$ cat src/rtl/lbus_pkg.sv
package lbus_pkg;

    typedef enum logic [2:0] {
        BS_IDLE,
        BS_T1,
        BS_T2,
        BS_T3,
        BS_TW,
        BS_T4,
        BS_HOLD
    } bus_state_e;

    localparam logic [2:0] STS_PASSIVE = 3'b111;
    localparam logic [2:0] STS_READ    = 3'b101;
    localparam logic [2:0] STS_WRITE   = 3'b110;

    function automatic logic [2:0] sts_for(input logic we);
        return we ? STS_WRITE : STS_READ;
    endfunction

    function automatic logic is_boundary(input bus_state_e st);
        return (st == BS_IDLE) || (st == BS_T4);
    endfunction

    function automatic logic is_sample(input bus_state_e st);
        return (st == BS_T3) || (st == BS_TW);
    endfunction

endpackage

$ cat src/rtl/lbus_ready_sync.sv
module lbus_ready_sync #(
    parameter int STAGES = 2
) (
    input  logic clk,
    input  logic rst,
    input  logic d_i,
    output logic q_o
);
    logic [STAGES:0] chain;

    assign chain[0] = d_i;

    for (genvar g = 0; g < STAGES; g++) begin : g_stage
        always_ff @(posedge clk) begin
            if (rst) chain[g+1] <= 1'b0;
            else     chain[g+1] <= chain[g];
        end
    end

    assign q_o = chain[STAGES];
endmodule

$ cat src/rtl/lbus_rst_seq.sv
module lbus_rst_seq (
    input  logic clk,
    input  logic rst,
    output logic drive_o,
    output logic float_o
);
    logic seen_q;
    logic held_q;

    always_ff @(posedge clk) begin
        seen_q <= rst;
        held_q <= seen_q;
    end

    assign drive_o = seen_q & ~held_q;
    assign float_o = seen_q & held_q;
endmodule

$ cat src/rtl/lbus_cycle_fsm.sv
module lbus_cycle_fsm
    import lbus_pkg::*;
#(
    parameter int ADDR_W = 20,
    parameter int DATA_W = 16
) (
    input  logic              clk,
    input  logic              rst,
    input  logic              req_i,
    input  logic              req_we_i,
    input  logic [ADDR_W-1:0] req_addr_i,
    input  logic [DATA_W-1:0] req_wdata_i,
    input  logic              req_bhe_i,
    input  logic              ready_i,
    input  logic              hold_i,
    input  logic [DATA_W-1:0] ad_i,
    output bus_state_e        state_o,
    output logic              we_o,
    output logic [ADDR_W-1:0] addr_o,
    output logic [DATA_W-1:0] wdata_o,
    output logic              bhe_o,
    output logic [DATA_W-1:0] rdata_o,
    output logic              ack_o
);
    typedef struct packed {
        logic              we;
        logic              bhe;
        logic [ADDR_W-1:0] addr;
        logic [DATA_W-1:0] wdata;
    } cyc_req_t;

    bus_state_e        st_q, st_d;
    cyc_req_t          cur_q;
    logic [DATA_W-1:0] rdata_q;
    logic              take;

    always_comb begin
        take = is_boundary(st_q) && !hold_i && req_i;
        st_d = st_q;
        unique case (st_q)
            BS_IDLE, BS_T4: begin
                if (hold_i)     st_d = BS_HOLD;
                else if (req_i) st_d = BS_T1;
                else            st_d = BS_IDLE;
            end
            BS_T1:          st_d = BS_T2;
            BS_T2:          st_d = BS_T3;
            BS_T3, BS_TW:   st_d = ready_i ? BS_T4 : BS_TW;
            BS_HOLD:        st_d = hold_i ? BS_HOLD : BS_IDLE;
            default:        st_d = BS_IDLE;
        endcase
    end

    always_ff @(posedge clk) begin
        if (rst) begin
            st_q    <= BS_IDLE;
            cur_q   <= '0;
            rdata_q <= '0;
        end else begin
            st_q <= st_d;
            if (take) begin
                cur_q.we    <= req_we_i;
                cur_q.bhe   <= req_bhe_i;
                cur_q.addr  <= req_addr_i;
                cur_q.wdata <= req_wdata_i;
            end
            if (is_sample(st_q) && ready_i && !cur_q.we)
                rdata_q <= ad_i;
        end
    end

    assign state_o = st_q;
    assign we_o    = cur_q.we;
    assign addr_o  = cur_q.addr;
    assign wdata_o = cur_q.wdata;
    assign bhe_o   = cur_q.bhe;
    assign rdata_o = rdata_q;
    assign ack_o   = take;
endmodule

$ cat src/rtl/lbus_cycle_ctrl.sv
module lbus_cycle_ctrl
    import lbus_pkg::*;
#(
    parameter int ADDR_W      = 20,
    parameter int DATA_W      = 16,
    parameter int SYNC_STAGES = 2
) (
    input  logic                     clk,
    input  logic                     rst,
    input  logic                     req_i,
    input  logic                     req_we_i,
    input  logic [ADDR_W-1:0]        req_addr_i,
    input  logic [DATA_W-1:0]        req_wdata_i,
    input  logic                     req_bhe_i,
    output logic                     req_ack_o,
    output logic                     done_o,
    output logic [DATA_W-1:0]        rdata_o,
    input  logic [DATA_W-1:0]        ad_i,
    output logic [DATA_W-1:0]        ad_o,
    output logic                     ad_oe_o,
    output logic [ADDR_W-DATA_W-1:0] ahi_o,
    output logic                     bhe_n_o,
    output logic                     addr_oe_o,
    output logic                     ale_o,
    output logic                     rd_n_o,
    output logic                     wr_n_o,
    output logic                     den_n_o,
    output logic                     ctl_oe_o,
    output logic                     dtr_o,
    output logic                     dtr_oe_o,
    output logic [2:0]               sts_n_o,
    output logic                     sts_oe_o,
    output logic                     lock_n_o,
    output logic                     lock_oe_o,
    input  logic                     srdy_i,
    input  logic                     ardy_i,
    input  logic                     hold_i,
    output logic                     hlda_o
);
    localparam int HI_W = ADDR_W - DATA_W;

    bus_state_e        st;
    logic              cyc_we, cyc_bhe, ardy_s, ready, rst_drive, rst_float;
    logic [ADDR_W-1:0] cyc_addr;
    logic [DATA_W-1:0] cyc_wdata;

    lbus_ready_sync #(.STAGES(SYNC_STAGES)) u_ardy_sync (
        .clk (clk),
        .rst (rst),
        .d_i (ardy_i),
        .q_o (ardy_s)
    );

    lbus_rst_seq u_rst_seq (
        .clk     (clk),
        .rst     (rst),
        .drive_o (rst_drive),
        .float_o (rst_float)
    );

    assign ready = srdy_i | ardy_s;

    lbus_cycle_fsm #(.ADDR_W(ADDR_W), .DATA_W(DATA_W)) u_fsm (
        .clk         (clk),
        .rst         (rst),
        .req_i       (req_i),
        .req_we_i    (req_we_i),
        .req_addr_i  (req_addr_i),
        .req_wdata_i (req_wdata_i),
        .req_bhe_i   (req_bhe_i),
        .ready_i     (ready),
        .hold_i      (hold_i),
        .ad_i        (ad_i),
        .state_o     (st),
        .we_o        (cyc_we),
        .addr_o      (cyc_addr),
        .wdata_o     (cyc_wdata),
        .bhe_o       (cyc_bhe),
        .rdata_o     (rdata_o),
        .ack_o       (req_ack_o)
    );

    assign done_o = (st == BS_T4);

    always_comb begin
        ad_o      = '0;
        ad_oe_o   = 1'b0;
        ahi_o     = '0;
        bhe_n_o   = 1'b1;
        addr_oe_o = 1'b0;
        ale_o     = 1'b0;
        rd_n_o    = 1'b1;
        wr_n_o    = 1'b1;
        den_n_o   = 1'b1;
        ctl_oe_o  = 1'b0;
        dtr_o     = 1'b1;
        dtr_oe_o  = 1'b0;
        sts_n_o   = STS_PASSIVE;
        sts_oe_o  = 1'b0;
        lock_n_o  = 1'b1;
        lock_oe_o = 1'b0;
        hlda_o    = 1'b0;

        unique case (st)
            BS_IDLE: begin
                ctl_oe_o  = 1'b1;
                sts_oe_o  = 1'b1;
                lock_oe_o = 1'b1;
                dtr_oe_o  = 1'b1;
            end
            BS_T1: begin
                ale_o     = 1'b1;
                ad_o      = cyc_addr[DATA_W-1:0];
                ad_oe_o   = 1'b1;
                ahi_o     = cyc_addr[ADDR_W-1:ADDR_W-HI_W];
                bhe_n_o   = ~cyc_bhe;
                addr_oe_o = 1'b1;
                ctl_oe_o  = 1'b1;
                sts_n_o   = sts_for(cyc_we);
                sts_oe_o  = 1'b1;
                lock_oe_o = 1'b1;
                dtr_o     = cyc_we;
                dtr_oe_o  = 1'b1;
            end
            BS_T2, BS_T3, BS_TW, BS_T4: begin
                ad_o      = cyc_wdata;
                ad_oe_o   = cyc_we;
                ahi_o     = cyc_addr[ADDR_W-1:ADDR_W-HI_W];
                bhe_n_o   = ~cyc_bhe;
                addr_oe_o = 1'b1;
                ctl_oe_o  = 1'b1;
                rd_n_o    = cyc_we || (st == BS_T4);
                wr_n_o    = !cyc_we || (st == BS_T4);
                den_n_o   = 1'b0;
                sts_n_o   = (st == BS_T2) ? sts_for(cyc_we) : STS_PASSIVE;
                sts_oe_o  = 1'b1;
                lock_oe_o = 1'b1;
                dtr_o     = cyc_we;
                dtr_oe_o  = 1'b1;
            end
            BS_HOLD: begin
                hlda_o = 1'b1;
            end
            default: ;
        endcase

        if (rst_drive || rst_float) begin
            ad_oe_o   = 1'b0;
            addr_oe_o = 1'b0;
            dtr_oe_o  = 1'b0;
            ale_o     = 1'b0;
            hlda_o    = 1'b0;
            rd_n_o    = 1'b1;
            wr_n_o    = 1'b1;
            den_n_o   = 1'b1;
            sts_n_o   = STS_PASSIVE;
            lock_n_o  = 1'b1;
            ctl_oe_o  = rst_drive;
            sts_oe_o  = rst_drive;
            lock_oe_o = rst_drive;
        end
    end
endmodule

$ cat config.mk
export PLATFORM = sky130hd
export DESIGN_NAME = lbus_cycle_ctrl
export DESIGN_NICKNAME = d
export VERILOG_FILES = /design/src/rtl/lbus_pkg.sv /design/src/rtl/lbus_ready_sync.sv /design/src/rtl/lbus_rst_seq.sv /design/src/rtl/lbus_cycle_fsm.sv /design/src/rtl/lbus_cycle_ctrl.sv
export SDC_FILE = /design/constraint.sdc
export NUM_CORES = 1
export LEC_CHECK = 0
export BUFFER_PORTS_ARGS = -buffer_cell sky130_fd_sc_hd__buf_2
export CAP_MARGIN = 20
export CORE_UTILIZATION = 30
export CTS_BUF_LIST = sky130_fd_sc_hd__clkbuf_16
export CTS_CLUSTER_DIAMETER = 80
export DETAILED_ROUTE_END_ITERATION = 8
export SYNTH_ARGS = -nofsm -noshare
export SYNTH_HDL_FRONTEND = slang
export SYNTH_SLANG_ARGS = --single-unit
export TNS_END_PERCENT = 1
$ cat constraint.sdc
create_clock -name clk -period 2.07 [get_ports clk]
set_input_delay 0.414 -clock clk [delete_from_list [all_inputs] [get_ports clk]]
set_output_delay 0.414 -clock clk [all_outputs]
set_load 0.03 [all_outputs]
==> impl_results.md <==
- Final Hold Viols: 0
- Core box area: 0.00920 sq mm
- Area leader, netlist: dfxtp_1
- Seq/Total Area, Yosys: 0.431
- RSZ-0062 raised after global routing: false
- CTS tree: done
- Placed inst area: roughly 0.0035 sq mm
- Compound-cell area share of the yosys netlist: 0.224
- Crit path max fanout: 12
- # diodes: 0
- Final wirelength: 7750 um
- Synthesized instance count: around 340
- Status: complete, no violations
- GRT Util Overall: 0.164
- Synth area leaders: dfxtp_1 (43%), nand2b_1 (7.7%), a21oi_1 (7.6%), o21ai_0 (7.1%), nand3_1 (6.9%)
- Simple-gate share of the synthesized area: 0.209
- Top cells by count, synth: dfxtp_1 (61), a21oi_1 (43), o21ai_0 (40)
- Register bit total from synthesis: 61
- Count leader, synth: dfxtp_1
- Fin crit period: 2000 ps
- Top_reg_cell synth: dfxtp_1
- Adder-cell area share of the yosys netlist: 0
- Crit Path Category: reg2out
- Synth top area share: 0.431
- Sum of negative setup slack: 0 ps
- Worst R2R Path Depth: 5
- Largest family of logic cells by synthesized area: compound AO/OA/AOI/OAI gates
- Die area: between 0.009 and 0.01 sq mm
- DPL Wire Length: between 5000 and 6000 um
- CP delay by family, top: simple AND/OR/NAND/NOR gates
- Number of routed nets with antenna violations: 0
- Max incr delay on CP: 490 ps
- Syn Area/Cell: between 8 and 9 sq um
- First-pass detailed-route iteration total: 5
- GPL Wtd Cong: ~0.73
- WL per Instance: around 14 um
- Pre-CTS WS: 218 ps
- # IOs: between 100 and 150
- Clock sinks: 61
- Vias in the first global route: around 2600
- Clock Skew: around 5.3 ps
- Clock Tree Root: clkbuf_16
- Slew Viols, Final: 0
- Final Setup Violations: 0
- Synth Area in XOR/XNOR: 0.0124
- Power Total: roughly 3.8 mW
- Detail-routed via count per cell: roughly 5
- Levels on crit path: 3
- Initial antenna violation count: 0
- Area Growth Syn to Fin: 34.3%
- Via count: between 2000 and 3000
- Post-synth EDFFs: 0
- Cell area after synthesis: 0.00283 sq mm
- Critical Path End Type: output pin
- Syn. warnings: 0
- Largest net degree at the start of global routing: 39
- FMAX: about 0.5 GHz
- Die X-Extent: a little under 100 um
- PortBufs: approximately 110
- Max Cap Viol: 0
- Register area: 0.00123 sq mm
- Worst-path clk slew: approximately 50 ps
- Lkg Pwr: about 1.6 nW
- Asr flop ratio synth: 0
- Final period utilization: 0.968
- Clk Latency, worst-skew pair: approximately 320 ps
- Fillcell total: about 960
- First-pass GRT wire length: approximately 13000 um
- WHS Path Cells: 2
- Netlist cell types: 36
- Starting Density: 0.308
- CP Launch Type: register
- Die height: between 90 and 100 um
- DRT iter0 DRCs: roughly 100
- CTS buffer count: 9
- Fraction of layout cells with a size suffix above 1: 0.342
- Worst-path cell chain: or3b_2 -> nor2_1 -> buf_2
- WP buf/inv: 1
- Critical-path top delay cell: or3b_2
- Clock Path Buffers: 2
- Final global-route overflow total: 0
- Multi-input gate area: 0.00146 sq mm
- Power Dens Cells: 1000 mW/mm^2
- VDD IR max: around 360 uV
- Worst Hold Slack: 311 ps
- CTS H-tree depth: 3
- CP arrival: 1590 ps
- Final worst setup slack: 66.9 ps
- Final net count: 498
- CP required: 1660 ps
- DRC errors left: 0
- Worst hold path class: in2reg
- Placement row count: 35
- Post-synthesis mux area share: 0.0565
- Post-Layout Inst Area: roughly 0.0038 sq mm
[state kept, by name, indices dropped and copies added, names as in the netlist]
register	flops
u_fsm.bhe_o	1
u_fsm.state_o	3
u_ardy_sync.chain	1
u_fsm.addr_o	20
u_fsm.rdata_o	16
u_fsm.wdata_o	16
u_rst_seq.seen_q	1
u_fsm.we_o	1
u_ardy_sync.q_o	1
u_rst_seq.held_q	1
[final cells by class]
type                       count  share of cell area
clock buffer                   9              0.0592
timing repair buffer         129               0.191
clock inverter                 5             0.00559
sequential                    61               0.323
inverter                       2             0.00197
tap                          111              0.0365
multi-input combinational    235               0.383
[cells in the final DEF, fill, tap and decap left out, types with 2 or more instances in the layout]
master,n
nor3b_2,2
clkinv_2,2
mux2i_1,16
a22o_1,16
nand2b_1,35
a21oi_1,43
clkinv_1,2
clkbuf_16,9
conb_1,2
inv_1,3
dfxtp_4,2
nand2_1,7
buf_2,112
dfxtp_1,58
buf_4,14
nor2_1,7
nand3_1,39
o21ai_0,40
buf_12,3
nor3_1,3
nor2b_1,5
and2_1,4
xor2_2,2
[stage by stage]
step,std cells,utilization
4_1_cts,552,0.413
3_3_place_gp,538,0.386
5_1_grt,552,0.414
6_report,552,0.414
2_1_floorplan,336,-
3_5_place_dp,538,0.386
[per-layer routing]
| layer | global-route usage | part of all wire |
|---|---|---|
| met5 | 0 | 0 |
| met4 | 0.0860 | 0.021 |
| met3 | 0.0394 | 0.045 |
| met2 | 0.258 | 0.46 |
| met1 | 0.209 | 0.47 |
[logic make-up after synthesis]
group,Yosys count
other,1
flip-flops,61
buffers and inverters,40
AND/OR/NAND/NOR,106
XOR/XNOR,4
multiplexers,16
AO/OA/AOI/OAI,107
[worst paths after layout]
path | from | endpoint | slack (ps)
worst min register to register | u_ardy_sync.chain[1] | u_ardy_sync.q_o | 440
worst max register to register | u_fsm.state_o[2] | u_fsm.rdata_o[7] | 480
worst max-delay path | u_fsm.state_o[1] | req_ack_o | 70
worst min-delay path | ardy_i | u_ardy_sync.chain[1] | 310
[worst reg2reg max path: cells and delay by family, from the launching register on]
kind,cells,cell delay [ps]
AOI/OAI and AO/OA,1,310
buffers and inverters,2,360
DFF,1,380
muxes,1,220
and+or+nand+nor,1,230
[report_power, final]
part           internal (mW)  switching (mW)
combinational          0.428           0.751
clock                  0.777           0.494
sequential              1.28          0.0804
[timing repair]
action | in CTS | in global routing
hold buffers | 0 | 0
resized for setup | 3 | 2
endpoints found under the hold margin | 0 | 0
setup buffers | 0 | 0
setup endpoints to repair | 27 | 8
cloned | 0 | 0
(Power assumes the default switching activity.)
